**src/rtl/spi_byte_pkg.sv**
```systemverilog
`timescale 1ns/1ps
package spi_byte_pkg;
    // Sequencer phases of one byte transfer
    typedef enum logic [2:0] {
        SEQ_IDLE,   // waiting for a request (select may still be held)
        SEQ_LEAD,   // select low, clock low before the first rising edge
        SEQ_HIGH,   // clock high phase
        SEQ_LOW,    // clock low phase between bits
        SEQ_TAIL    // select hold after the final falling edge
    } seq_e;
endpackage

```
**src/rtl/spi_half_timer.sv**
```systemverilog
`timescale 1ns/1ps
module spi_half_timer #(
    parameter int unsigned HALF = 3
) (
    input  logic clk,
    input  logic rst_n,
    input  logic run,
    output logic tick
);
    localparam int unsigned CW = (HALF > 1) ? $clog2(HALF) : 1;
    localparam logic [CW-1:0] LAST = CW'(HALF - 1);

    typedef struct packed {
        logic [CW-1:0] cnt;
    } tmr_t;

    tmr_t s_d, s_q;

    always_comb begin
        s_d  = s_q;
        tick = 1'b0;
        if (!run) begin
            s_d.cnt = '0;
        end else if (s_q.cnt == LAST) begin
            tick    = 1'b1;
            s_d.cnt = '0;
        end else begin
            s_d.cnt = s_q.cnt + 1'b1;
        end
    end

    always_ff @(posedge clk or negedge rst_n) begin
        if (!rst_n) s_q <= '0;
        else        s_q <= s_d;
    end
endmodule

```
**src/rtl/spi_shift_unit.sv**
```systemverilog
`timescale 1ns/1ps
module spi_shift_unit #(
    parameter int unsigned DATA_W = 8
) (
    input  logic              clk,
    input  logic              rst_n,
    input  logic              load,
    input  logic [DATA_W-1:0] load_byte,
    input  logic              tx_adv,
    input  logic              rx_sample,
    input  logic              capture,
    input  logic              miso,
    output logic              mosi,
    output logic [DATA_W-1:0] rx_byte,
    output logic              rx_valid
);
    typedef struct packed {
        logic [DATA_W-1:0] tx;
        logic [DATA_W-1:0] rx;
        logic [DATA_W-1:0] rx_out;
        logic              valid;
    } shf_t;

    shf_t s_d, s_q;

    always_comb begin
        s_d       = s_q;
        s_d.valid = 1'b0;
        if (load)      s_d.tx = load_byte;
        if (tx_adv)    s_d.tx = {s_q.tx[DATA_W-2:0], 1'b0};
        if (rx_sample) s_d.rx = {s_q.rx[DATA_W-2:0], miso};
        if (capture) begin
            s_d.rx_out = s_q.rx;
            s_d.valid  = 1'b1;
        end
    end

    always_ff @(posedge clk or negedge rst_n) begin
        if (!rst_n) s_q <= '0;
        else        s_q <= s_d;
    end

    assign mosi     = s_q.tx[DATA_W-1];
    assign rx_byte  = s_q.rx_out;
    assign rx_valid = s_q.valid;
endmodule

```
**src/rtl/spi_seq_fsm.sv**
```systemverilog
`timescale 1ns/1ps
module spi_seq_fsm
    import spi_byte_pkg::*;
#(
    parameter int unsigned DATA_W = 8
) (
    input  logic clk,
    input  logic rst_n,
    input  logic start,
    input  logic last_in,
    input  logic tick,
    output logic ready,
    output logic run,
    output logic load,
    output logic tx_adv,
    output logic rx_sample,
    output logic capture,
    output logic sclk,
    output logic cs_n
);
    localparam int unsigned BCW = $clog2(DATA_W);
    localparam logic [BCW-1:0] LASTBIT = BCW'(DATA_W - 1);

    typedef struct packed {
        seq_e           st;
        logic [BCW-1:0] bitn;
        logic           last;
        logic           sclk;
        logic           cs_n;
    } seq_t;

    seq_t s_d, s_q;

    always_comb begin
        s_d       = s_q;
        ready     = (s_q.st == SEQ_IDLE);
        run       = (s_q.st != SEQ_IDLE);
        load      = ready && start;
        rx_sample = tick && (s_q.st == SEQ_LEAD || s_q.st == SEQ_LOW);
        tx_adv    = tick && (s_q.st == SEQ_HIGH) && (s_q.bitn != LASTBIT);
        capture   = tick && (s_q.st == SEQ_HIGH) && (s_q.bitn == LASTBIT);

        unique case (s_q.st)
            SEQ_IDLE: begin
                if (start) begin
                    s_d.st   = SEQ_LEAD;
                    s_d.last = last_in;
                    s_d.bitn = '0;
                    s_d.cs_n = 1'b0;
                end
            end
            SEQ_LEAD, SEQ_LOW: begin
                if (tick) begin
                    s_d.st   = SEQ_HIGH;
                    s_d.sclk = 1'b1;
                end
            end
            SEQ_HIGH: begin
                if (tick) begin
                    s_d.sclk = 1'b0;
                    if (s_q.bitn == LASTBIT) begin
                        s_d.st = s_q.last ? SEQ_TAIL : SEQ_IDLE;
                    end else begin
                        s_d.st   = SEQ_LOW;
                        s_d.bitn = s_q.bitn + 1'b1;
                    end
                end
            end
            SEQ_TAIL: begin
                if (tick) begin
                    s_d.st   = SEQ_IDLE;
                    s_d.cs_n = 1'b1;
                end
            end
            default: s_d.st = SEQ_IDLE;
        endcase
    end

    always_ff @(posedge clk or negedge rst_n) begin
        if (!rst_n) begin
            s_q      <= '0;
            s_q.st   <= SEQ_IDLE;
            s_q.cs_n <= 1'b1;
        end else begin
            s_q <= s_d;
        end
    end

    assign sclk = s_q.sclk;
    assign cs_n = s_q.cs_n;
endmodule

```
**src/rtl/spi_byte_master.sv**
```systemverilog
`timescale 1ns/1ps
module spi_byte_master #(
    parameter int unsigned CLK_DIV = 6,
    parameter int unsigned DATA_W  = 8
) (
    input  logic              clk,
    input  logic              rst_n,
    input  logic [DATA_W-1:0] tx_byte,
    input  logic              tx_last,
    input  logic              tx_start,
    output logic              tx_ready,
    output logic [DATA_W-1:0] rx_byte,
    output logic              rx_valid,
    output logic              sclk,
    output logic              mosi,
    input  logic              miso,
    output logic              cs_n
);
    localparam int unsigned HALF_P = CLK_DIV / 2;

    generate
        if (CLK_DIV < 2 || (CLK_DIV % 2) != 0) begin : g_bad_div
            $error("CLK_DIV must be even and at least 2");
        end
    endgenerate

    logic tick, run, load, tx_adv, rx_sample, capture;

    spi_half_timer #(.HALF(HALF_P)) u_timer (
        .clk   (clk),
        .rst_n (rst_n),
        .run   (run),
        .tick  (tick)
    );

    spi_seq_fsm #(.DATA_W(DATA_W)) u_seq (
        .clk       (clk),
        .rst_n     (rst_n),
        .start     (tx_start),
        .last_in   (tx_last),
        .tick      (tick),
        .ready     (tx_ready),
        .run       (run),
        .load      (load),
        .tx_adv    (tx_adv),
        .rx_sample (rx_sample),
        .capture   (capture),
        .sclk      (sclk),
        .cs_n      (cs_n)
    );

    spi_shift_unit #(.DATA_W(DATA_W)) u_shift (
        .clk       (clk),
        .rst_n     (rst_n),
        .load      (load),
        .load_byte (tx_byte),
        .tx_adv    (tx_adv),
        .rx_sample (rx_sample),
        .capture   (capture),
        .miso      (miso),
        .mosi      (mosi),
        .rx_byte   (rx_byte),
        .rx_valid  (rx_valid)
    );
endmodule

```
**config.mk**
```make
export PLATFORM = sky130hd
export DESIGN_NAME = spi_byte_master
export DESIGN_NICKNAME = d
export VERILOG_FILES = /design/src/rtl/spi_byte_pkg.sv /design/src/rtl/spi_half_timer.sv /design/src/rtl/spi_shift_unit.sv /design/src/rtl/spi_seq_fsm.sv /design/src/rtl/spi_byte_master.sv
export SDC_FILE = /design/constraint.sdc
export NUM_CORES = 1
export LEC_CHECK = 0
export BUFFER_PORTS_ARGS = -buffer_cell sky130_fd_sc_hd__buf_4
export CAP_MARGIN = 20
export CORE_MARGIN = 2
export CORE_UTILIZATION = 50
export DETAILED_ROUTE_END_ITERATION = 10
export PLACE_DENSITY = 0.74
export SYNTH_ARGS = -nofsm -noshare
export SYNTH_HDL_FRONTEND = slang
export SYNTH_SLANG_ARGS = --single-unit
```
**constraint.sdc**
```tcl
create_clock -name clk -period 5.4 [get_ports clk]
set_clock_uncertainty 0.2 [all_clocks]
set_input_delay 1.08 -clock clk [delete_from_list [all_inputs] [get_ports clk]]
set_output_delay 1.08 -clock clk [all_outputs]
set_load 0.005 [all_outputs]
```
==> reports/qor.csv, run 1 <==
stage,metric,value,unit
outcome,status,finished clean,
layout,share of cells above drive strength 1,41.7,%
sta,Slew headroom,55.0,%
worst_setup_path,register-to-register setup slack,3360,ps
place,post-detail-place hpwl,1.79,mm
worst_setup_path,Critical Path RT,4120,ps
layout,Fill cells,267,
worst_setup_path,top fanout value on the critical path,9,
logic_synthesis,Syn Area/Cell,13.6,um^2
layout,fin area,0.00181,mm^2
route,DRT antenna net count,0,
min_path,Worst Hold Depth,1,
layout,Layout Nets,153,
logic_synthesis,post-synthesis sequential area ratio,56.3,%
run,max-cap violation count,0,
place,placed insts,175,
logic_synthesis,synth warn,0,
clock_network,clock tree buffer depth,2,
route,Remaining DRCs,0,
grt,initial antenna violation count,0,
route,Vias,959,
grt,grt ovf,0,
place,GPL Wtd Cong,0.723,
min_path,Worst Hold End,u_timer.s_q[0]$_DFF_PN0_,
logic_synthesis,cell area after synthesis,0.00160,mm^2
logic_synthesis,Synth async-reset ratio,100,%
pwr,Peak VDD IR,193,uV
clock_network,post-CTS sizing,0,
logic_synthesis,Post-synth EDFFs,0,
sta,final setup fails,0,
sta,crit share post-route,49.3,%
worst_setup_path,CP Launch Type,flip-flop,
worst_setup_path,endpoint class of the critical path,output port,
floorplanning,Die Ht,60.6,um
min_path,Hold Crit Class,reg -> reg,
layout,area delta synth->final,12.9,%
sta,worst slew pin tran,673,ps
worst_setup_path,CP peak stage delay,510,ps
route,Via density,5.24,
logic_synthesis,syn_nets,133,
grt,largest net degree at the start of global routing,37,
clock_network,CTS tree,done,
route,Initial DRC Count,44,
sta,FMAX,0.376,GHz
worst_setup_path,worst reg2reg path depth,3,
worst_setup_path,"Worst Path Class, Setup",reg -> out,
sta,final hold viol count,0,
floorplanning,Die X,60.6,um
place,port bufs,25,
floorplanning,Ports,26,
floorplanning,Row Count,20,
clock_network,clock sinks,36,
floorplanning,core area,0.00305,mm^2
worst_setup_path,worst-path cell chain,nor3_1 -> buf_4,
pwr,P per Cell Area,449,mW/mm^2
logic_synthesis,dominant synthesized flop cell,dfrtp_1,
clock_network,clock latency on the worst-skew pair,340,ps
grt,Global Route Usage Sum,17.1,%
sta,setup TNS,0,ps
worst_setup_path,FF-to-FF End,u_shift.s_q[19]$_DFFE_PN0P_,
sta,RSZ-0062 raised after global routing,no,
clock_network,CTS Hold Bufs,0,
sta,Final min period,2660,ps
layout,number of standard cells in the final layout excluding fillers,183,
pwr,leakage,0.907,nW
floorplanning,Die ar.,0.00367,mm^2
worst_setup_path,Worst path slowest cell,dfrtp_1,
worst_setup_path,worst path arrival time,1380,ps
clock_network,Post-CTS Setup Inserts,0,
worst_setup_path,CP Buf/Inv Count,1,
route,drt total wl,2.54,mm
grt,vias in the first global route,1040,
worst_setup_path,RR Startpoint,u_seq.s_q[6]$_DFFE_PN0P_,
clock_network,H-tree Lvls,2,
sta,Slew Limit Fails,0,
worst_setup_path,"CP delay by family, top",flip-flops,
floorplanning,initial core utilization,52.5,%
min_path,Hold Crit Start,u_timer.s_q[0]$_DFF_PN0_,
grt,first-pass GRT wire length,4.51,mm
clock_network,Root Buffer Master,clkbuf_4,
route,TritonRoute pass-1 iters,4,
place,Area after DPL,0.00175,mm^2
route,post-DR wirelength/cell,13.9,um
logic_synthesis,Mapped Cells,118,
layout,ANT cells,0,
logic_synthesis,Synth Register Bits,36,
clock_network,TritonCTS Buffers,5,
clock_network,Clock transition at path regs,100,ps
logic_synthesis,post-synthesis cell type count,33,
[logic make-up after synthesis]
kind of cell | Yosys count | share of synthesized area (%)
compound gates | 16 | 8.35
flops | 36 | 56.3
fa+ha+maj | 2 | 1.56
simple gates | 28 | 13.4
buf+inv | 17 | 7.10
mux | 19 | 13.3
[stage by stage]
| stage | worst slack, ps | hold slack [ps] | power, mW | utilization, % |
|---|---|---|---|---|
| floorplan | 3260 | 252 | 0.606 | - |
| global placement | 2850 | 278 | 0.657 | 57.3 |
| finish | 2740 | 302 | 0.812 | 59.3 |
| global route | 2630 | 334 | 0.875 | 59.3 |
| CTS | 2730 | 303 | 0.821 | 59.3 |
| detailed placement | 2800 | 287 | 0.675 | 57.3 |
[power by group]
group	internal, mW	total [mW]	switching [mW]
combinational	0.134	0.236	0.102
sequential	0.358	0.429	0.0710
clock	0.0642	0.146	0.0822
total	0.557	0.812	0.255
[how the worst max path moves through the flow]
stage	startpoint	endpoint	slack, ps	cells past startpoint
CTS	u_seq.s_q[6]$_DFFE_PN0P_	tx_ready	2730	2
global route	u_seq.s_q[6]$_DFFE_PN0P_	tx_ready	2630	2
floorplan	tx_start	u_seq.s_q[2]$_DFFE_PN0P_	3260	3
finish	u_seq.s_q[6]$_DFFE_PN0P_	tx_ready	2740	2
detailed placement	tx_start	u_shift.s_q[19]$_DFFE_PN0P_	2800	4
global placement	tx_start	u_shift.s_q[23]$_DFFE_PN0P_	2850	4
[worst reg2reg max path: stages (launching register included)]
cell	delay [ps]
dfrtp_1	510
nor4b_4	690
a21oi_2	190
a221o_1	340
[routing by layer]
metal | part of all wire, % | wire [um] | track usage, %
met3 | 5.5 | 140 | 7.25
met4 | 1.7 | 44 | 6.52
met5 | 0 | 0 | 0
met2 | 50 | 1270 | 27.8
met1 | 43 | 1080 | 20.2
[cells in the mapped netlist, drive strengths merged, types with 3 or more instances]
cell | count | area (um^2)
nand3b | 3 | 35.0
nand3 | 3 | 15.0
nand2 | 3 | 11.3
and3 | 6 | 37.5
a21oi | 3 | 18.8
buf | 12 | 95.1
dfrtp | 35 | 876
inv | 5 | 18.8
nor2 | 3 | 13.8
mux2 | 18 | 203
a221o | 7 | 70.1
[final cells by class]
class                           count  area (um^2)  area share (%)
Timing Repair Buffer               25          188            10.4
Clock buffer                        8         58.8            3.25
Multi-Input combinational cell     65          587            32.4
Tap cell                           44         55.1            3.04
Inverter                            5         18.8            1.04
Sequential cell                    36          902            49.9
[layout by cell type, fill, tap and decap left out, types with 2 or more instances in the layout]
master    count
nand2_1       3
nor3_1        2
nand3b_1      2
clkbuf_4      5
a21oi_1       2
nand3_1       3
o31ai_1       2
dfrtp_1      35
mux2_2       18
a221o_1       7
and3_1        6
nor2_1        2
buf_4        25
clkbuf_1      2
inv_1         5
ha_1          2
[flip-flops by register name, indices dropped and copies added (netlist names)]
name and cells:
u_seq.cs_n 1, u_seq.s_q 7, u_seq.sclk 1, u_shift.mosi 1, u_shift.rx_byte 8, u_shift.rx_valid 1
u_shift.s_q 15, u_timer.s_q 2
Power figures use the tool's default switching activity.
==> run 2: changes to the inputs <==
ABC_AREA = 1   (was unset)
PLACE_DENSITY = 0.77   (was 0.74)
clock period = 2.2 ns   (was 5.4 ns; I/O delays follow)
==> run 2 against run 1 <==
Compared with the run above:
- final area rose by 2.9%
- flip-flop and latch count is the same
- register-to-register slack lost 3000 ps
- combinational power rose to 2.8 times the previous value
- clock power rose by 140%
- clock-buffer cell count unchanged
- hold slack lost 190 ps
- critical path type unchanged
- critical endpoint unchanged
- highest routed layer unchanged
==> reports/qor.csv, run 2 <==
stage,metric,value,unit,change
logic_synthesis,syn_nets,191,,+44%
logic_synthesis,dominant synthesized flop cell,dfrtp_1,,
floorplanning,Die ar.,0.00374,mm^2,+1.8%
layout,number of standard cells in the final layout excluding fillers,244,,+33%
logic_synthesis,Synth Register Bits,36,,unchanged
sta,setup TNS,0,ps,unchanged
logic_synthesis,Synth async-reset ratio,100,%,unchanged
worst_setup_path,"Worst Path Class, Setup",reg -> out,,
logic_synthesis,Synth area leader,dfrtp_1,,
worst_setup_path,endpoint class of the critical path,output port,,
logic_synthesis,top cell type's share of synthesized area,53.6,%,-1.0 points
grt,first-pass GRT wire length,5.22,mm,+16%
clock_network,Post-CTS Setup Inserts,0,,unchanged
sta,worst slew pin tran,441,ps,-232 ps
logic_synthesis,most frequent cell after synthesis,nand2_1,,
grt,grt ovf,0,,unchanged
sta,Slew Limit Fails,0,,unchanged
place,port bufs,25,,unchanged
outcome,status,finished clean,,
floorplanning,Die Ht,61.1,um,+0.87%
floorplanning,core area,0.00308,mm^2,+0.82%
pwr,Peak VDD IR,484,uV,+150%
run,max-cap violation count,0,,unchanged
layout,Largest register FFs,15,,unchanged
worst_setup_path,Critical Path Start,u_seq.s_q[7]$_DFFE_PN0P_,,
route,Via density,4.99,,-4.7%
layout,area delta synth->final,14.0,%,
min_path,Hold Crit Class,in -> reg,,
logic_synthesis,synth warn,0,,unchanged
logic_synthesis,Mapped Cells,176,,+49%
clock_network,Clock transition at path regs,100,ps,about the same
clock_network,clock tree buffer depth,2,,unchanged
worst_setup_path,CP Launch Type,flip-flop,,
place,dpl ws,397,ps,-2400 ps
clock_network,clock sinks,36,,unchanged
layout,most flop-heavy register,u_shift.s_q,,
route,TritonRoute pass-1 iters,4,,unchanged
clock_network,CTS Hold Bufs,1,,+1
sta,FMAX,0.509,GHz,
worst_setup_path,RR Startpoint,u_seq.s_q[3]$_DFFE_PN0P_,,
floorplanning,Row Count,20,,unchanged
grt,vias in the first global route,1238,,+19%
min_path,Hold Crit Start,tx_last,,
floorplanning,Ports,26,,unchanged
sta,worst setup margin,234,ps,-2510 ps
clock_network,Root Buffer Master,clkbuf_4,,
route,Vias,1218,,+27%
worst_setup_path,Critical Path RT,1560,ps,-2560 ps
clock_network,TritonCTS Buffers,5,,unchanged
pwr,leakage,0.927,nW,+2.2%
worst_setup_path,register-to-register setup slack,390,ps,-2970 ps
sta,Slew headroom,70.6,%,+16 points
sta,final setup fails,0,,unchanged
grt,Global Route Usage Sum,19.1,%,+2.0 points
sta,Final min period,1970,ps,
route,drt total wl,2.85,mm,+12%
grt,largest net degree at the start of global routing,37,,unchanged
worst_setup_path,worst path arrival time,1330,ps,-50 ps
layout,most frequent cells in the layout,"nand2_1 (52), dfrtp_1 (35), buf_4 (25)",,
sta,RSZ-0062 raised after global routing,no,,
worst_setup_path,top fanout value on the critical path,6,,-3
logic_synthesis,largest cells by area after synthesis,"dfrtp_1 (54%), nand2_1 (12%), nand3_1 (5.8%), o21ai_2 (3.8%), buf_4 (3.7%)",,
pwr,Overall Power,2.02,mW,+150%
min_path,Worst Hold Depth,3,,+2
layout,share of cells above drive strength 1,27.0,%,-15 points
place,post-detail-place hpwl,2.11,mm,+18%
grt,initial antenna violation count,0,,unchanged
clock_network,CTS tree,done,,
logic_synthesis,post-synthesis cell type count,21,,-36%
worst_setup_path,worst reg2reg path depth,8,,+5
layout,ANT cells,0,,unchanged
sta,crit share post-route,89.4,%,
pwr,P per Cell Area,1080,mW/mm^2,+140%
logic_synthesis,Post-synth top cells,"nand2_1 (52), dfrtp_1 (35), nand3_1 (19)",,
logic_synthesis,post-synthesis sequential area ratio,55.2,%,-1.0 points
route,Initial DRC Count,48,,+9.1%
route,DRT antenna net count,0,,unchanged
clock_network,H-tree Lvls,2,,unchanged
worst_setup_path,FF-to-FF End,u_seq.s_q[5]$_DFFE_PN0P_,,
place,placed insts,235,,+34%
sta,final hold viol count,0,,unchanged
floorplanning,Die X,61.1,um,+0.87%
route,Remaining DRCs,0,,unchanged
logic_synthesis,Syn Area/Cell,9.28,um^2,-32%
floorplanning,initial core utilization,53.0,%,+0.55 points
clock_network,post-CTS sizing,0,,unchanged
layout,final core utilization,60.5,%,+1.2 points
min_path,Worst Hold End,u_seq.s_q[2]$_DFFE_PN0P_,,
place,GPL Wtd Cong,0.765,,+5.7%
logic_synthesis,cell area after synthesis,0.00163,mm^2,+1.9%
logic_synthesis,Post-synth EDFFs,0,,unchanged
route,post-DR wirelength/cell,11.7,um,-16%
layout,Layout Nets,214,,+40%
layout,"most common cell after layout, fill and taps aside",nand2_1,,
clock_network,clock latency on the worst-skew pair,330,ps,about the same
[run 2: stage by stage]
step	hold slack, ps	area [um^2]
floorplan	-55.6	1630
global placement	215	1790
detailed placement	215	1790
CTS	90.9	1860
global route	83.0	1860
finish	108	1860
[run 2: worst max path at each step]
stage,to,cells after the start,slack [ps]
after detailed placement,u_seq.s_q[4]$_DFFE_PN0P_,8,400
after floorplan,u_seq.s_q[5]$_DFFE_PN0P_,8,540
after CTS,tx_ready,4,230
after global placement,u_shift.s_q[17]$_DFFE_PN0P_,8,470
after global routing,tx_ready,4,140
final,tx_ready,4,230
[run 2: final cells by class]
class                           instances  area [um^2]
Inverter                               16         60.1
Timing Repair Buffer                   26          198
Sequential cell                        36          902
Multi-Input combinational cell        114          588
Clock buffer                            8         58.8
Fill cell                             301         1220
Tap cell                               44         55.1
[run 2: power by group]
part           switching [mW]  leakage [nW]  internal (mW)  total, mW
sequential              0.144         0.465          0.875       1.02
clock                   0.194        0.0326          0.158      0.352
combinational           0.400         0.430          0.249      0.649
[run 2: cell families (layout without fill, tap and decap cells)]
family / Yosys count / after routing / synth area share, %
flops: 36 / 36 / 55.2
buf+inv: 26 / 50 / 8.74
compound gates: 22 / 22 / 8.58
fa+ha+maj: 2 / 2 / 1.53
simple gates: 90 / 90 / 25.9
[run 2: per-layer routing]
| metal | routed length [um] | share of wire [%] | global-route usage [%] | vias up |
|---|---|---|---|---|
| li1 | - | - | - | 605 |
| met2 | 1430 | 50 | 33.1 | 54 |
| met5 | 0 | 0 | 0 | - |
| met3 | 217 | 7.6 | 5.67 | 4 |
| met1 | 1170 | 41 | 23.1 | 555 |
| met4 | 34 | 1.2 | 5.59 | 0 |
[run 2: worst max-delay path, stage by stage, from the launching register on]
cell     delay (ps)
dfrtp_1         450
inv_1           110
nand2_1         110
nor2_4          180
buf_4           140
==> run 3: changes to the inputs <==
BUFFER_PORTS_ARGS = -buffer_cell sky130_fd_sc_hd__buf_2   (was -buffer_cell sky130_fd_sc_hd__buf_4)
GPL_TIMING_DRIVEN = 0   (was unset)
PLACE_DENSITY = 0.74   (was 0.77)
clock period = 2.3 ns   (was 2.2 ns; I/O delays follow)
==> run 3 against run 2 <==
Compared with the run above:
- final area is 0.40% higher
- sequential share of layout area shrank 0.19 points
- sequential power down 5%
- final cell count up 3.7%
- critical path depth did not move
- via count grew 2.1%
- setup slack improved by 91 ps
- register-to-register slack better by 50 ps
- wire length is 2.4% higher
- total power is 6.2% lower
- first-iteration DRC count is 48% higher
- critical path type unchanged
==> reports/qor.csv, run 3 (same netlist as run 2, synthesis figures left out) <==
stage,metric,value,unit,change
clock_network,Post-CTS Setup Inserts,0,,unchanged
sta,crit share post-route,85.9,%,
sta,Final min period,1970,ps,
clock_network,H-tree Lvls,2,,unchanged
grt,grt ovf,0,,unchanged
floorplanning,Die Ht,61.1,um,unchanged
grt,largest net degree at the start of global routing,37,,unchanged
clock_network,Root Buffer Master,clkbuf_4,,
grt,vias in the first global route,1188,,-4.0%
layout,most frequent cells in the layout,"nand2_1 (52), dfrtp_1 (35), buf_2 (25)",,
place,post-detail-place hpwl,2.14,mm,+1.5%
run,max-cap violation count,0,,unchanged
route,drt total wl,2.92,mm,+2.4%
sta,Slew headroom,48.4,%,-22 points
clock_network,CTS Hold Bufs,1,,unchanged
clock_network,clock latency on the worst-skew pair,340,ps,about the same
route,met3 WL post-DR,176,um,-19%
sta,Slew Limit Fails,0,,unchanged
clock_network,CTS tree,done,,
route,Initial DRC Count,71,,+48%
worst_setup_path,"Worst Path Class, Setup",reg -> out,,
worst_setup_path,endpoint class of the critical path,output port,,
layout,ANT cells,0,,unchanged
pwr,Overall Power,1.90,mW,-6.2%
route,post-DR wirelength/cell,11.5,um,-1.3%
clock_network,clock tree buffer depth,2,,unchanged
place,placed insts,245,,+4.3%
grt,Global Route Usage Sum,19.4,%,+0.32 points
layout,number of standard cells in the final layout excluding fillers,253,,+3.7%
worst_setup_path,CP Launch Type,flip-flop,,
layout,Largest register FFs,15,,unchanged
layout,final core utilization,60.7,%,+0.24 points
clock_network,clock sinks,36,,unchanged
sta,FMAX,0.506,GHz,
sta,final setup fails,0,,unchanged
layout,share of cells above drive strength 1,30.6,%,+3.6 points
route,Vias,1244,,+2.1%
place,port bufs,25,,unchanged
pwr,Clock power frac,16.1,%,-1.3 points
route,TritonRoute pass-1 iters,4,,unchanged
layout,"most common cell after layout, fill and taps aside",nand2_1,,
outcome,status,finished clean,,
layout,most flop-heavy register,u_shift.s_q,,
route,met1 WL,1.24,mm,+6.1%
grt,first-pass GRT wire length,5.12,mm,-2.0%
clock_network,Clock transition at path regs,90,ps,about the same
clock_network,TritonCTS Buffers,5,,unchanged
place,GPL Wtd Cong,0.825,,+7.9%
worst_setup_path,top fanout value on the critical path,6,,unchanged
worst_setup_path,worst-path cell chain,inv_1 -> nand2_1 -> nor2_4 -> buf_2,,
min_path,Hold Crit Class,in -> reg,,
floorplanning,core area,0.00308,mm^2,unchanged
layout,area delta synth->final,14.5,%,
route,DRT antenna net count,0,,unchanged
sta,worst slew pin tran,774,ps,+333 ps
route,Via density,4.92,,-1.5%
sta,final hold viol count,0,,unchanged
layout,Layout Nets,224,,+4.7%
grt,initial antenna violation count,0,,unchanged
floorplanning,Die ar.,0.00374,mm^2,unchanged
pwr,Switching Share,37.9,%,+1.4 points
floorplanning,Row Count,20,,unchanged
pwr,Peak VDD IR,611,uV,+26%
pwr,Comb pwr share,32.6,%,+0.4 points
worst_setup_path,Critical Path RT,1640,ps,+80 ps
clock_network,post-CTS sizing,0,,unchanged
floorplanning,Ports,26,,unchanged
worst_setup_path,worst path arrival time,1310,ps,-20 ps
sta,RSZ-0062 raised after global routing,no,,
worst_setup_path,Worst path slowest cell,dfrtp_1,,
pwr,internal power,1.18,mW,-8.2%
route,Top Layer Used,met4,,
route,metal2 WL,1.43,mm,+0.35%
route,Remaining DRCs,0,,unchanged
floorplanning,Die X,61.1,um,unchanged
worst_setup_path,CP peak stage delay,450,ps,about the same
floorplanning,initial core utilization,53.0,%,unchanged
pwr,switching pwr,718,uW,-2.6%
pwr,P per Cell Area,1010,mW/mm^2,-6.5%
pwr,leakage,0.967,nW,+4.3%
sta,setup TNS,0,ps,unchanged
pwr,part of the power in registers,51.3,%,+0.9 points
## run 3: changes by cell type in the layout (fill, tap and decap cells not counted)
cell | before | now
clkbuf_1 | 2 | 1
clkinv_2 | 0 | 1
buf_4 | 25 | 8
buf_2 | 0 | 25
clkbuf_8 | 1 | 0
buf_6 | 0 | 2
## run 3: worst max-delay path, delay by kind of cell (launching register included)
kind / cells / cell delay [ps]
buffers and inverters: 2 / 250
AND/OR/NAND/NOR: 2 / 290
flip-flops: 1 / 450
## run 3: final timing paths
check / to / from / slack, ps / depth (start not counted)
max: tx_ready / u_seq.s_q[7]$_DFFE_PN0P_ / 330 / 4
min: u_shift.s_q[17]$_DFFE_PN0P_ / tx_byte[0] / 130 / 3
max in group asynchronous: u_shift.s_q[22]$_DFFE_PN0P_ / rst_n / 890 / 2
min in group asynchronous: u_shift.rx_byte[7]$_DFFE_PN0P_ / rst_n / 520 / 2
max reg2reg: u_shift.s_q[17]$_DFFE_PN0P_ / u_seq.s_q[3]$_DFFE_PN0P_ / 440 / 8
min reg2reg: u_shift.rx_byte[3]$_DFFE_PN0P_ / u_shift.rx_byte[3]$_DFFE_PN0P_ / 290 / 2
## run 3: final cells by class
| class | instances | area (um^2) |
|---|---|---|
| clock buffer | 6 | 41.3 |
| tap | 44 | 55.1 |
| sequential | 36 | 902 |
| inverter | 16 | 60.1 |
| clock inverter | 1 | 5.00 |
| timing repair buffer | 26 | 135 |
| fill | 295 | 1210 |
| multi-input combinational | 114 | 588 |
| buffer | 10 | 82.6 |
## run 3: power by group through the flow
stage                     combinational (mW)  clock (mW)  sequential (mW)
after floorplan                        0.460           0            0.954
after global placement                 0.581           0            0.969
after detailed placement               0.620           0            0.984
after CTS                              0.624       0.321            0.971
after global routing                   0.705       0.344            0.994
final                                  0.617       0.306            0.972
## run 3: metrics by stage
| stage | cell area, um^2 | worst slack, ps | hold slack (ps) |
|---|---|---|---|
| finish | 1870 | 325 | 127 |
| global route | 1870 | 235 | 124 |
| CTS | 1870 | 323 | 110 |
| detailed placement | 1810 | 473 | 269 |
| global placement | 1810 | 513 | 255 |
| floorplan | 1630 | 642 | -35.6 |
## run 3: metal layers
| metal | vias up | global-route usage [%] |
|---|---|---|
| met5 | - | 0 |
| met4 | 0 | 9.94 |
| met3 | 10 | 6.30 |
| met2 | 43 | 33.9 |
| met1 | 567 | 21.0 |
| li1 | 624 | - |
